--- src/rtl/coh_rsp_pkg.sv ---
package coh_rsp_pkg;
  localparam int KIND_W = 3;
  localparam int EVT_W  = 3;

  localparam logic [KIND_W-1:0] KIND_DATA      = 3'd0;
  localparam logic [KIND_W-1:0] KIND_DATA_EXCL = 3'd1;
  localparam logic [KIND_W-1:0] KIND_ACK       = 3'd2;
  localparam logic [KIND_W-1:0] KIND_WB_ACK    = 3'd3;

  typedef enum logic [EVT_W-1:0] {
    EV_NONE      = 3'd0,
    EV_DATA_WAIT = 3'd1,
    EV_DATA_EXCL = 3'd2,
    EV_DATA_PEER = 3'd3,
    EV_DATA_DONE = 3'd4,
    EV_ACK       = 3'd5,
    EV_ACK_LAST  = 3'd6,
    EV_WB_ACK    = 3'd7
  } evt_e;

  // read-pending line states: demand, demand+inv, prefetch, prefetch+inv
  localparam logic [3:0] ST_RD_WAIT    = 4'd5;
  localparam logic [3:0] ST_RD_WAIT_IV = 4'd6;
  localparam logic [3:0] ST_PF_RD      = 4'd11;
  localparam logic [3:0] ST_PF_RD_IV   = 4'd14;

  function automatic logic is_rd_wait(input logic [3:0] st);
    return (st == ST_RD_WAIT) || (st == ST_RD_WAIT_IV) ||
           (st == ST_PF_RD)   || (st == ST_PF_RD_IV);
  endfunction
endpackage

--- src/rtl/coh_rsp_classify.sv ---
module coh_rsp_classify
  import coh_rsp_pkg::*;
#(
  parameter int CNT_W = 8,
  parameter int ST_W  = 4
) (
  input  logic                    valid_i,
  input  logic [KIND_W-1:0]       kind_i,
  input  logic signed [CNT_W-1:0] ack_i,
  input  logic                    peer_i,
  input  logic [ST_W-1:0]         state_i,
  input  logic signed [CNT_W-1:0] pend_i,
  output logic                    evt_valid_o,
  output evt_e                    evt_o,
  output logic                    err_o,
  output logic                    settles_o
);
  logic signed [CNT_W-1:0] left;
  logic                    none_left;
  logic [3:0]              st4;

  assign left      = pend_i - ack_i;
  assign none_left = (left == '0);
  assign st4       = 4'(state_i);

  always_comb begin
    evt_valid_o = 1'b0;
    evt_o       = EV_NONE;
    err_o       = 1'b0;
    settles_o   = 1'b0;
    if (valid_i) begin
      evt_valid_o = 1'b1;
      unique case (kind_i)
        KIND_DATA_EXCL: evt_o = EV_DATA_EXCL;
        KIND_DATA: begin
          if (peer_i && is_rd_wait(st4)) begin
            evt_o = EV_DATA_PEER;
          end else begin
            evt_o     = none_left ? EV_DATA_DONE : EV_DATA_WAIT;
            settles_o = 1'b1;
          end
        end
        KIND_ACK: begin
          evt_o     = none_left ? EV_ACK_LAST : EV_ACK;
          settles_o = 1'b1;
        end
        KIND_WB_ACK: evt_o = EV_WB_ACK;
        default: begin
          evt_valid_o = 1'b0;
          err_o       = 1'b1;
        end
      endcase
    end
  end
endmodule

--- src/rtl/coh_ack_ctr.sv ---
module coh_ack_ctr #(
  parameter int CNT_W = 8
) (
  input  logic                    clk_i,
  input  logic                    rst_ni,
  input  logic                    free_i,
  input  logic                    upd_i,
  input  logic signed [CNT_W-1:0] dec_i,
  output logic signed [CNT_W-1:0] cnt_o
);
  always_ff @(posedge clk_i or negedge rst_ni) begin
    if (!rst_ni)     cnt_o <= '0;
    else if (free_i) cnt_o <= '0;
    else if (upd_i)  cnt_o <= cnt_o - dec_i;
  end

  a_r9_free_zero: assert property (@(posedge clk_i) disable iff (!rst_ni)
    free_i |=> cnt_o == '0);
endmodule

--- src/rtl/coh_rsp_unit.sv ---
module coh_rsp_unit
  import coh_rsp_pkg::*;
#(
  parameter int CNT_W = 8,
  parameter int ST_W  = 4
) (
  input  logic                    clk_i,
  input  logic                    rst_ni,
  input  logic                    rsp_valid_i,
  input  logic [2:0]              rsp_kind_i,
  input  logic signed [CNT_W-1:0] rsp_ack_cnt_i,
  input  logic                    rsp_from_peer_i,
  input  logic [ST_W-1:0]         line_state_i,
  input  logic                    pop_i,
  input  logic                    free_i,
  output logic                    evt_valid_o,
  output logic [2:0]              evt_o,
  output logic                    err_o,
  output logic signed [CNT_W-1:0] pend_cnt_o
);
  evt_e evt;
  logic settles;
  logic cnt_upd;

  coh_rsp_classify #(.CNT_W(CNT_W), .ST_W(ST_W)) u_cls (
    .valid_i     (rsp_valid_i),
    .kind_i      (rsp_kind_i),
    .ack_i       (rsp_ack_cnt_i),
    .peer_i      (rsp_from_peer_i),
    .state_i     (line_state_i),
    .pend_i      (pend_cnt_o),
    .evt_valid_o (evt_valid_o),
    .evt_o       (evt),
    .err_o       (err_o),
    .settles_o   (settles)
  );

  assign evt_o   = evt;
  assign cnt_upd = pop_i & settles;

  coh_ack_ctr #(.CNT_W(CNT_W)) u_ctr (
    .clk_i  (clk_i),
    .rst_ni (rst_ni),
    .free_i (free_i),
    .upd_i  (cnt_upd),
    .dec_i  (rsp_ack_cnt_i),
    .cnt_o  (pend_cnt_o)
  );

  logic settling_evt;
  assign settling_evt = evt_valid_o && (evt == EV_DATA_WAIT || evt == EV_DATA_DONE ||
                                        evt == EV_ACK || evt == EV_ACK_LAST);

  a_r7_err_no_evt: assert property (@(posedge clk_i) disable iff (!rst_ni)
    err_o |-> !evt_valid_o && evt_o == 3'd0);

  a_r2_excl: assert property (@(posedge clk_i) disable iff (!rst_ni)
    (rsp_valid_i && rsp_kind_i == KIND_DATA_EXCL) |-> evt_valid_o && evt_o == 3'd2);

  a_r5_ack_last: assert property (@(posedge clk_i) disable iff (!rst_ni)
    (evt_valid_o && evt_o == 3'd6) |-> pend_cnt_o == rsp_ack_cnt_i);

  a_r8_step: assert property (@(posedge clk_i) disable iff (!rst_ni)
    (pop_i && settling_evt && !free_i) |=>
      pend_cnt_o == $past(pend_cnt_o) - $past(rsp_ack_cnt_i));

  a_r8_hold: assert property (@(posedge clk_i) disable iff (!rst_ni)
    (!free_i && !(pop_i && settling_evt)) |=> $stable(pend_cnt_o));

  a_r1_idle: assert property (@(posedge clk_i) disable iff (!rst_ni)
    !rsp_valid_i |-> !evt_valid_o && !err_o);
endmodule

--- config.mk ---
export PLATFORM = sky130hd
export DESIGN_NAME = coh_rsp_unit
export DESIGN_NICKNAME = d
export VERILOG_FILES = /design/src/rtl/coh_rsp_pkg.sv /design/src/rtl/coh_rsp_classify.sv /design/src/rtl/coh_ack_ctr.sv /design/src/rtl/coh_rsp_unit.sv
export SDC_FILE = /design/constraint.sdc
export NUM_CORES = 1
export LEC_CHECK = 0
export ABC_CLOCK_PERIOD_IN_PS = 5000
export BUFFER_PORTS_ARGS = -buffer_cell sky130_fd_sc_hd__buf_2
export CAP_MARGIN = 40
export CORE_ASPECT_RATIO = 0.9
export CORE_MARGIN = 2
export CORE_UTILIZATION = 50
export CTS_CLUSTER_SIZE = 25
export DETAILED_ROUTE_END_ITERATION = 7
export PLACE_DENSITY = 0.78
export SYNTH_ARGS = -nofsm -noshare
export SYNTH_HDL_FRONTEND = slang
export SYNTH_HIERARCHICAL = 1
export SYNTH_SLANG_ARGS = --single-unit
export TNS_END_PERCENT = 10
--- constraint.sdc ---
create_clock -name clk_i -period 5 [get_ports clk_i]
set_input_delay 0 -clock clk_i [delete_from_list [all_inputs] [get_ports clk_i]]
set_output_delay 0 -clock clk_i [all_outputs]
set_load 0.03 [all_outputs]
# Yosys cells after proc, flatten, opt, wreduce, memory -nomap -nowiden
# Index checks and enable logic that the tools add are counted.
[op_classes]
add_sub_neg = 1
n_eq_ne = 7
mux = 14
bitwise_logic = 1
n_reduce_logical = 8
[op_table]
columns = ["op", "n"]
rows = [
  ["$mux 8", 2],
  ["$pmux 3 s4", 1],
  ["$mux 3", 3],
  ["$eq 4x3->1 const B", 2],
  ["$eq 4x4->1 const B", 2],
  ["$logic_not 8->1", 1],
  ["$sub 8x8->8", 1],
  ["$eq 3x2->1 const B", 2],
  ["$mux 1", 6],
  ["$reduce_or 4->1", 1],
  ["$eq 3x1->1 const B", 1],
  ["$logic_not 3->1", 1],
  ["$logic_or 1x1->1", 3],
  ["$mux 2", 1],
  ["$pmux 1 s2", 1],
  ["$reduce_bool 2->1", 1],
  ["$and 1x1->1", 1],
  ["$logic_and 1x1->1", 1],
]
[totals]
register_bits = 8
wordCells = 32

# Longest topological paths before layout
# Gate-level depths: netlist of the first run.
[logic_depth]
word_depth = 11
ltp_mapped = 13
mapped_depth_nobuf = 12

# Hierarchy
# Netlist of the first run, hierarchy kept.
[modules_own_cells]
columns = ["mod", "instances", "cells_per_inst", "area_per_inst_um2"]
rows = [
  ["coh_ack_ctr", 1, 79, 704.4],
  ["coh_rsp_classify", 1, 61, 432.9],
  ["coh_rsp_unit", 1, 1, 6.3],
]

# Worst setup path after synthesis of the first run
# No wires, ideal clock.
[synth_timing]
kind = "register to output"
from = "reg u_ctr.cnt_o[1]"
to = "out evt_o[1]"
t_arrival_ps = 2250
required_time_ps = 5000
path_slack_ps = 2750
path_stages_with_launch = 8
n_path_buf = 0
cell_sequence = "dfrtp_1 ha_1 nor2b_2 o211ai_2 and3_4 a2111oi_4 nand4_1 a21boi_1"
[synth_between]
elab_chain_len = 5
[synth_rtl]
columns = ["element", "line", "rtl"]
rows = [
  ["start, declared", "coh_ack_ctr.sv:9", "output logic signed [CNT_W-1:0] cnt_o"],
  ["start signal, assigned", "coh_ack_ctr.sv:14", "else if (upd_i) cnt_o <= cnt_o - dec_i;"],
  ["$sub 8x8->8", "coh_rsp_classify.sv:22", "assign left = pend_i - ack_i;"],
  ["$logic_not 8->1", "coh_rsp_classify.sv:23", "assign none_left = (left == '0);"],
  ["$mux 2", "coh_rsp_classify.sv:44", "evt_o = none_left ? EV_ACK_LAST : EV_ACK;"],
  ["$pmux 3 s4", "coh_rsp_classify.sv:33", "unique case (kind_i)"],
  ["$mux 3", "coh_rsp_classify.sv:31", "if (valid_i) begin"],
  ["end, declared", "coh_rsp_unit.sv:17", "output logic [2:0] evt_o,"],
]
# Every way passes these cells.

# Worst setup path after layout of the first run
[layout_timing]
from = "reg u_ctr.cnt_o[3]"
to = "out evt_o[1]"
# The elaborated chain is that of the path after synthesis.

==> metrics.md, run 1 <==
| Metric | Value |
|---|---|
| Pin count of the biggest net entering global routing | 18 |
| Vias in the first global route | approximately 1,100 |
| Total track usage | 0.239 |
| Max Cap Viol | 0 |
| Hold buffer count at CTS | 1 |
| Die area | about 2700 um^2 |
| Wirelength per Cell | 13.4 um |
| Reg2reg start | u_ctr/cnt_o[0] |
| Gate power share | 0.399 |
| Number of synthesis warnings | 6 |
| N_diodes | 0 |
| Total power | around 0.21 mW |
| Crit path DAT | about 2.4 ns |
| Post-Syn Nets | roughly 180 |
| Final core occ | 0.628 |
| WHS | 0.0290 ns |
| CP Launch Point | u_ctr/cnt_o[3] |
| Outcome | complete, no violations |
| #FFs+latches synth | 8 |
| Share of cells above drive strength 1 | 0.263 |
| Setup TNS | 0 ns |
| Final setup fails | 0 |
| First-pass DRT Iterations | 4 |
| Via density | 5.79 |
| Layout area overhead | 18.8% |
| Core area | 2160 um^2 |
| GRT overflow | 0 |
| Ys async rst share | 1.00 |
| Final ANT Viol Nets | 0 |
| Placed Area | between 1000 and 1500 um^2 |
| Switching power | 0.0796 mW |
| Relative slew slack | 0.611 |
| FP Rows | 16 |
| Mapped Avg Cell Area | roughly 8 um^2 |
| Fin. max-slew vios | 0 |
| DR vias | 1,170 |
| WP data required | around 5.0 ns |
| Share of power burned in registers | 0.329 |
| RSZ-0062 raised after global routing | no |
| Switch share | 0.381 |
| Mapped Area | roughly 1100 um^2 |
| Clock Latency Late Sink | 0.27 ns |
| Post-layout min period | 2.38 ns |
| Residual DRC | 0 |
| Commonest non-fill, non-tap cell in the layout | buf_2 |
| Largest regs | u_ctr/cnt_o: 8 flops |
| FF-to-FF path depth | 9 |
| Least-Margin Pin Slew | roughly 0.58 ns |
| Post-CTS Resized | 0 |
| First-pass GRT wire length | 4.77 mm |
| Die Wd | ~54 um |
| Sequential cell area | 200 um^2 |
| Commonest cells after routing, fill and taps aside | buf_2, inv_1, ha_1, a21oi_1, nor2_1 |
| CP Capture Type | output pin |
| Filler cells | 210 |
| HP Class | input port to flop |
| Max reg flops | 8 |
| Synth Instances | 141 |
| Clk slew on worst S/H paths | 0.07 ns |
| WHS Path Cells | 2 |
| Netlist cell types | 46 |
| Reg2reg end | u_ctr/cnt_o[6] |
| Reg-to-reg setup timing slack | 2.94 ns |
| CTS sink count | 8 |
| Peak VDD IR | 0.175 mV |
| Max Clock Skew | approximately 0.014 ns |
| CP endpoint | evt_o[1] |
| Internal power | around 0.13 mW |
| Startpoint types | flop |
| Seq/Total Area, Yosys | 0.175 |
| I/O Buffers | 33 |
| CTS tree | built |
| Tcrit/Tclk final | 0.475 |
| Final Net Count | 214 |
| Root Driver | clkbuf_4 |
| GP Congestion | 0.833 |
| Number of buffers added by the clock tree synthesis step | 3 |
| Starting DRT DRC Count | 31 |
| Clock tree buffer depth | 2 |
| Initial Util | 0.529 |
| Post-Layout Inst Area | 1360 um^2 |
| Antenna violations before repair | 0 |
| PwrDens | 154 nW/um^2 |
| Post-synth EDFFs | 0 |
| HPWL after DPL | 2.19 mm |
| Main synth FF type | dfrtp_1 |
| H-tree lvl count | 1 |
| Leakage Power | 0.692 nW |
| Max Fclk | 421 MHz |
| Hold Vio Cnt, Final | 0 |
| Clock share of power | 0.272 |
| Top-Level Pins | 34 |
| DRT Wirelength | ~2.7 mm |
| Multi-input gate area | 860 um^2 |
| WS Path Type | flop to output pin |
| Biggest register | u_ctr/cnt_o |
| Worst Path Max Fanout | 5 |
| Die height | 49.4 um |
| Post-CTS setup buffer count | 0 |
power groups by stage:
stage                     sequential [mW]  clock, mW  combinational, mW
final                              0.0686     0.0568             0.0833
after global routing               0.0690     0.0618             0.0935
after CTS                          0.0687     0.0600             0.0829
after detailed placement           0.0699          0             0.0818
after global placement             0.0698          0             0.0793
after floorplan                    0.0731          0             0.0547
how the worst min path moves through the flow:
| stage | startpoint | endpoint | slack, ns |
|---|---|---|---|
| 2_1_floorplan | rst_ni | u_ctr/cnt_o[0] | -0.30 |
| 3_3_place_gp | rst_ni | u_ctr/cnt_o[2] | -0.14 |
| 5_1_grt | free_i | u_ctr/cnt_o[7] | 0.05 |
| 6_report | free_i | u_ctr/cnt_o[7] | 0.03 |
| 4_1_cts | free_i | u_ctr/cnt_o[7] | 0.02 |
| 3_5_place_dp | rst_ni | u_ctr/cnt_o[2] | -0.13 |
final cells by class:
type,count,share of cell area
inverter,18,0.0497
multi-input combinational,112,0.633
timing repair buffer,34,0.129
clock buffer,3,0.0166
tap,27,0.0249
sequential,8,0.147
metrics by stage:
step                      instances  worst slack (ns)
after floorplan                 141              2.75
after global placement          198              2.74
after detailed placement        198              2.63
after CTS                       202              2.62
after global routing            202              2.37
final                           202              2.62
synthesized netlist by cell type (3+ instances only):
master	count	area, um^2
a21oi_1	11	55.1
o21ai_0	4	20.0
and2_1	3	18.8
nand3_1	7	35.0
dfrtp_1	8	200
a21o_1	3	22.5
xnor2_1	3	26.3
inv_1	18	67.6
nand2b_1	4	25.0
nor3b_1	4	30.0
nor2_1	9	33.8
mux2i_1	3	30.0
nand4_1	3	18.8
a211oi_1	3	22.5
nand2_1	8	30.0
ha_1	15	188
layer usage:
| metal | part of all wire | GRT usage |
|---|---|---|
| met3 | 0.074 | 0.0706 |
| met4 | 0.0085 | 0.0542 |
| met2 | 0.51 | 0.420 |
| met1 | 0.40 | 0.274 |
| met5 | 0 | 0 |
worst max-delay path: stages, from the launching register on:
cell	delay, ns
dfrtp_1	0.41
ha_1	0.36
a2111oi_1	0.42
a21oi_1	0.17
mux2i_1	0.25
nand4_1	0.12
a21boi_1	0.17
buf_2	0.22
kinds of logic (layout without fill, tap and decap cells):
kind of cell	after synthesis	count (layout)	synth area share
compound gates	38	38	0.247
xor+xnor	4	4	0.0306
fa+ha+maj	16	16	0.182
buf+inv	21	55	0.0733
flops	8	8	0.175
mux	5	5	0.0460
simple gates	49	49	0.246
(Power assumes the default switching activity.)
==> run 2, diff against run 1 <==
--- a/config.mk
+++ b/config.mk
@@ -5,7 +5,7 @@
 export SDC_FILE = /design/constraint.sdc
 export NUM_CORES = 1
 export LEC_CHECK = 0
-export ABC_CLOCK_PERIOD_IN_PS = 5000
+export ABC_CLOCK_PERIOD_IN_PS = 2200
 export BUFFER_PORTS_ARGS = -buffer_cell sky130_fd_sc_hd__buf_2
 export CAP_MARGIN = 40
 export CORE_ASPECT_RATIO = 0.9
==> constraint.sdc (replaced) <==
create_clock -name clk_i -period 2.2 [get_ports clk_i]
set_input_delay 0 -clock clk_i [delete_from_list [all_inputs] [get_ports clk_i]]
set_output_delay 0 -clock clk_i [all_outputs]
set_load 0.03 [all_outputs]
==> run 2 against run 1 <==
  * Core utilization grew 7.1 points
  * Register-to-register slack lost 2.8 ns
  * Non-clock buffer count grew 5
  * Wire length grew 12%
  * Critical path type unchanged
  * Via count grew 0.34%
  * Highest routed layer unchanged
  * Clock power grew 110%
  * Sequential cell count is the same
  * Clock-buffer cell count is the same
==> metrics.md, run 2 (synthesis gave the netlist of run 1 again) <==
| Metric | Value |
|---|---|
| Leakage Power | 0.721 nW (+4.2%) |
| Pin count of the biggest net entering global routing | 16 (-2) |
| First-pass GRT wire length | 4.98 mm (+4.3%) |
| Via density | 5.67 (-2.1%) |
| Peak VDD IR | 0.312 mV (+79%) |
| Fin. max-slew vios | 0 (unchanged) |
| Worst-path cell chain | ha_4 -> nor3b_4 -> a21oi_2 -> nand3_2 -> a2111oi_4 -> nand4_1 -> a21boi_2 -> buf_6 |
| WS Path Type | flop to output pin |
| Final ANT Viol Nets | 0 (unchanged) |
| WHS | 0.0566 ns (+0.0276 ns) |
| Total track usage | 0.250 (+0.0116) |
| Hold Vio Cnt, Final | 0 (unchanged) |
| Max Cap Viol | 0 (unchanged) |
| Top-Level Pins | 34 (unchanged) |
| Total power | 0.498 mW (+140%) |
| DRT Wirelength | 3.03 mm (+12%) |
| Residual DRC | 0 (unchanged) |
| Sequential cell area | 204 um^2 (+1.9%) |
| FP Rows | 16 (unchanged) |
| Critical Path Max Stage Delay | 0.42 ns (about the same) |
| Wirelength per Cell | 14.6 um (+8.9%) |
| CTS sink count | 8 (unchanged) |
| Setup TNS | 0 ns (unchanged) |
| GP Congestion | 0.805 (-3.4%) |
| WP data required | 2.20 ns (-2.80 ns) |
| Slowest-stage cell, CP | dfrtp_1 |
| Layout area overhead | 32.3% |
| Outcome | complete, no violations |
| Share of cells above drive strength 1 | 0.372 (+0.109) |
| N_diodes | 0 (unchanged) |
| GRT overflow | 0 (unchanged) |
| Max Clock Skew | 0.000755 ns (-0.0136 ns) |
| Die Wd | 54.4 um (unchanged) |
| Multi-input gate area | 963 um^2 (+12%) |
| Final Net Count | 219 (+2.3%) |
| Initial Util | 0.529 (unchanged) |
| Crit path DAT | 2.19 ns (-0.19 ns) |
| Least-Margin Pin Slew | 0.357 ns (-0.226 ns) |
| HPWL after DPL | 2.20 mm (+0.76%) |
| Filler cells | 164 (-22%) |
| Final core occ | 0.700 (+0.0712) |
| DR vias | 1,174 (+0.34%) |
| Clock Latency Late Sink | 0.26 ns (about the same) |
| Post-layout min period | 2.19 ns |
| Max Fclk | 456 MHz |
| PwrDens | 330 nW/um^2 (+110%) |
| Root Driver | clkbuf_4 |
| Number of buffers added by the clock tree synthesis step | 3 (unchanged) |
| Relative slew slack | 0.761 (+0.150) |
| Min-delay src | free_i |
| CTS tree | built |
| I/O Buffers | 33 (unchanged) |
| RSZ-0062 raised after global routing | yes |
| Reg2reg start | u_ctr/cnt_o[0] |
| Worst Path Max Fanout | 5 (unchanged) |
| Setup WS pre-CTS | 0.134 ns (-2.50 ns) |
| Commonest non-fill, non-tap cell in the layout | buf_2 |
| Starting DRT DRC Count | 14 (-55%) |
| Clk slew on worst S/H paths | 0.06 ns (about the same) |
| Commonest cells after routing, fill and taps aside | buf_2, inv_1, ha_1, nor2_1, a21oi_1 |
| Largest regs | u_ctr/cnt_o: 8 flops |
| Setup ws final | 0.00642 ns (-2.62 ns) |
| HP Class | input port to flop |
| First-pass DRT Iterations | 4 (unchanged) |
| Startpoint types | flop |
| Core area | 2160 um^2 (unchanged) |
| Tcrit/Tclk final | 0.997 |
| Max reg flops | 8 (unchanged) |
| Vias in the first global route | 1,179 (+4.3%) |
| Antenna violations before repair | 0 (unchanged) |
| Die area | 2690 um^2 (unchanged) |
| H-tree lvl count | 1 (unchanged) |
| CP Launch Point | u_ctr/cnt_o[5] |
| Clock tree buffer depth | 2 (unchanged) |
| CP Capture Type | output pin |
| Final setup fails | 0 (unchanged) |
| Biggest register | u_ctr/cnt_o |
| Die height | 49.4 um (unchanged) |
[run 2: changes by cell type in the layout (fill, tap and decap cells not counted), sizes merged]
cell | previous run | this run
buf | 33 | 38
[run 2: power by group]
part           total (mW)  leakage (nW)  switching, mW  internal, mW
Combinational       0.222         0.601          0.123        0.0990
Sequential          0.157         0.106        0.00520         0.151
Clock               0.120        0.0138         0.0569        0.0629
Total               0.498         0.721          0.185         0.313
[run 2: worst max-delay path, delay by kind of cell (launching register included)]
family / cells / cell delay [ns]
AO/OA/AOI/OAI: 3 / 0.68
adder cells (fa/ha/maj): 1 / 0.28
AND/OR/NAND/NOR: 3 / 0.42
flip-flops: 1 / 0.42
buffers and inverters: 1 / 0.14
[run 2: path summary, 6_finish.rpt]
kind / end / cells past startpoint / slack (ns)
max in group asynchronous: u_ctr/cnt_o[1] / 2 / 1.89
hold reg to reg: u_ctr/cnt_o[3] / 2 / 0.62
min in group asynchronous: u_ctr/cnt_o[7] / 2 / 0.11
hold / removal: u_ctr/cnt_o[7] / 2 / 0.06
setup reg to reg: u_ctr/cnt_o[6] / 9 / 0.16
setup / recovery: evt_o[1] / 8 / 0.006
[run 2: timing repair]
item,CTS,global route
hold buffers,1,0
setup endpoints to repair,3,3
setup buffers,1,2
pin swaps,2,8
endpoints found under the hold margin,8,0
gates resized for setup,9,11
[run 2: area by class of cell]
class	count	area share
clock buffers	3	0.0149
repair buffers	39	0.146
multi-input cells	112	0.637
flip-flops and latches	8	0.135
well taps	27	0.0223
inverters	18	0.0447
[run 2: layer usage]
| metal | vias to the layer above | wire length (um) | global-route usage |
|---|---|---|---|
| li1 | 587 | - | - |
| met1 | 553 | 1290 | 0.289 |
| met2 | 28 | 1540 | 0.438 |
| met3 | 6 | 161 | 0.0767 |
| met4 | 0 | 35 | 0.0542 |
| met5 | - | 0 | 0 |
[run 2: stage by stage]
step           instances  area (um^2)
3_5_place_dp         200         1350
2_1_floorplan        141         1150
6_report             207         1510
4_1_cts              205         1450
3_3_place_gp         200         1350
5_1_grt              207         1510
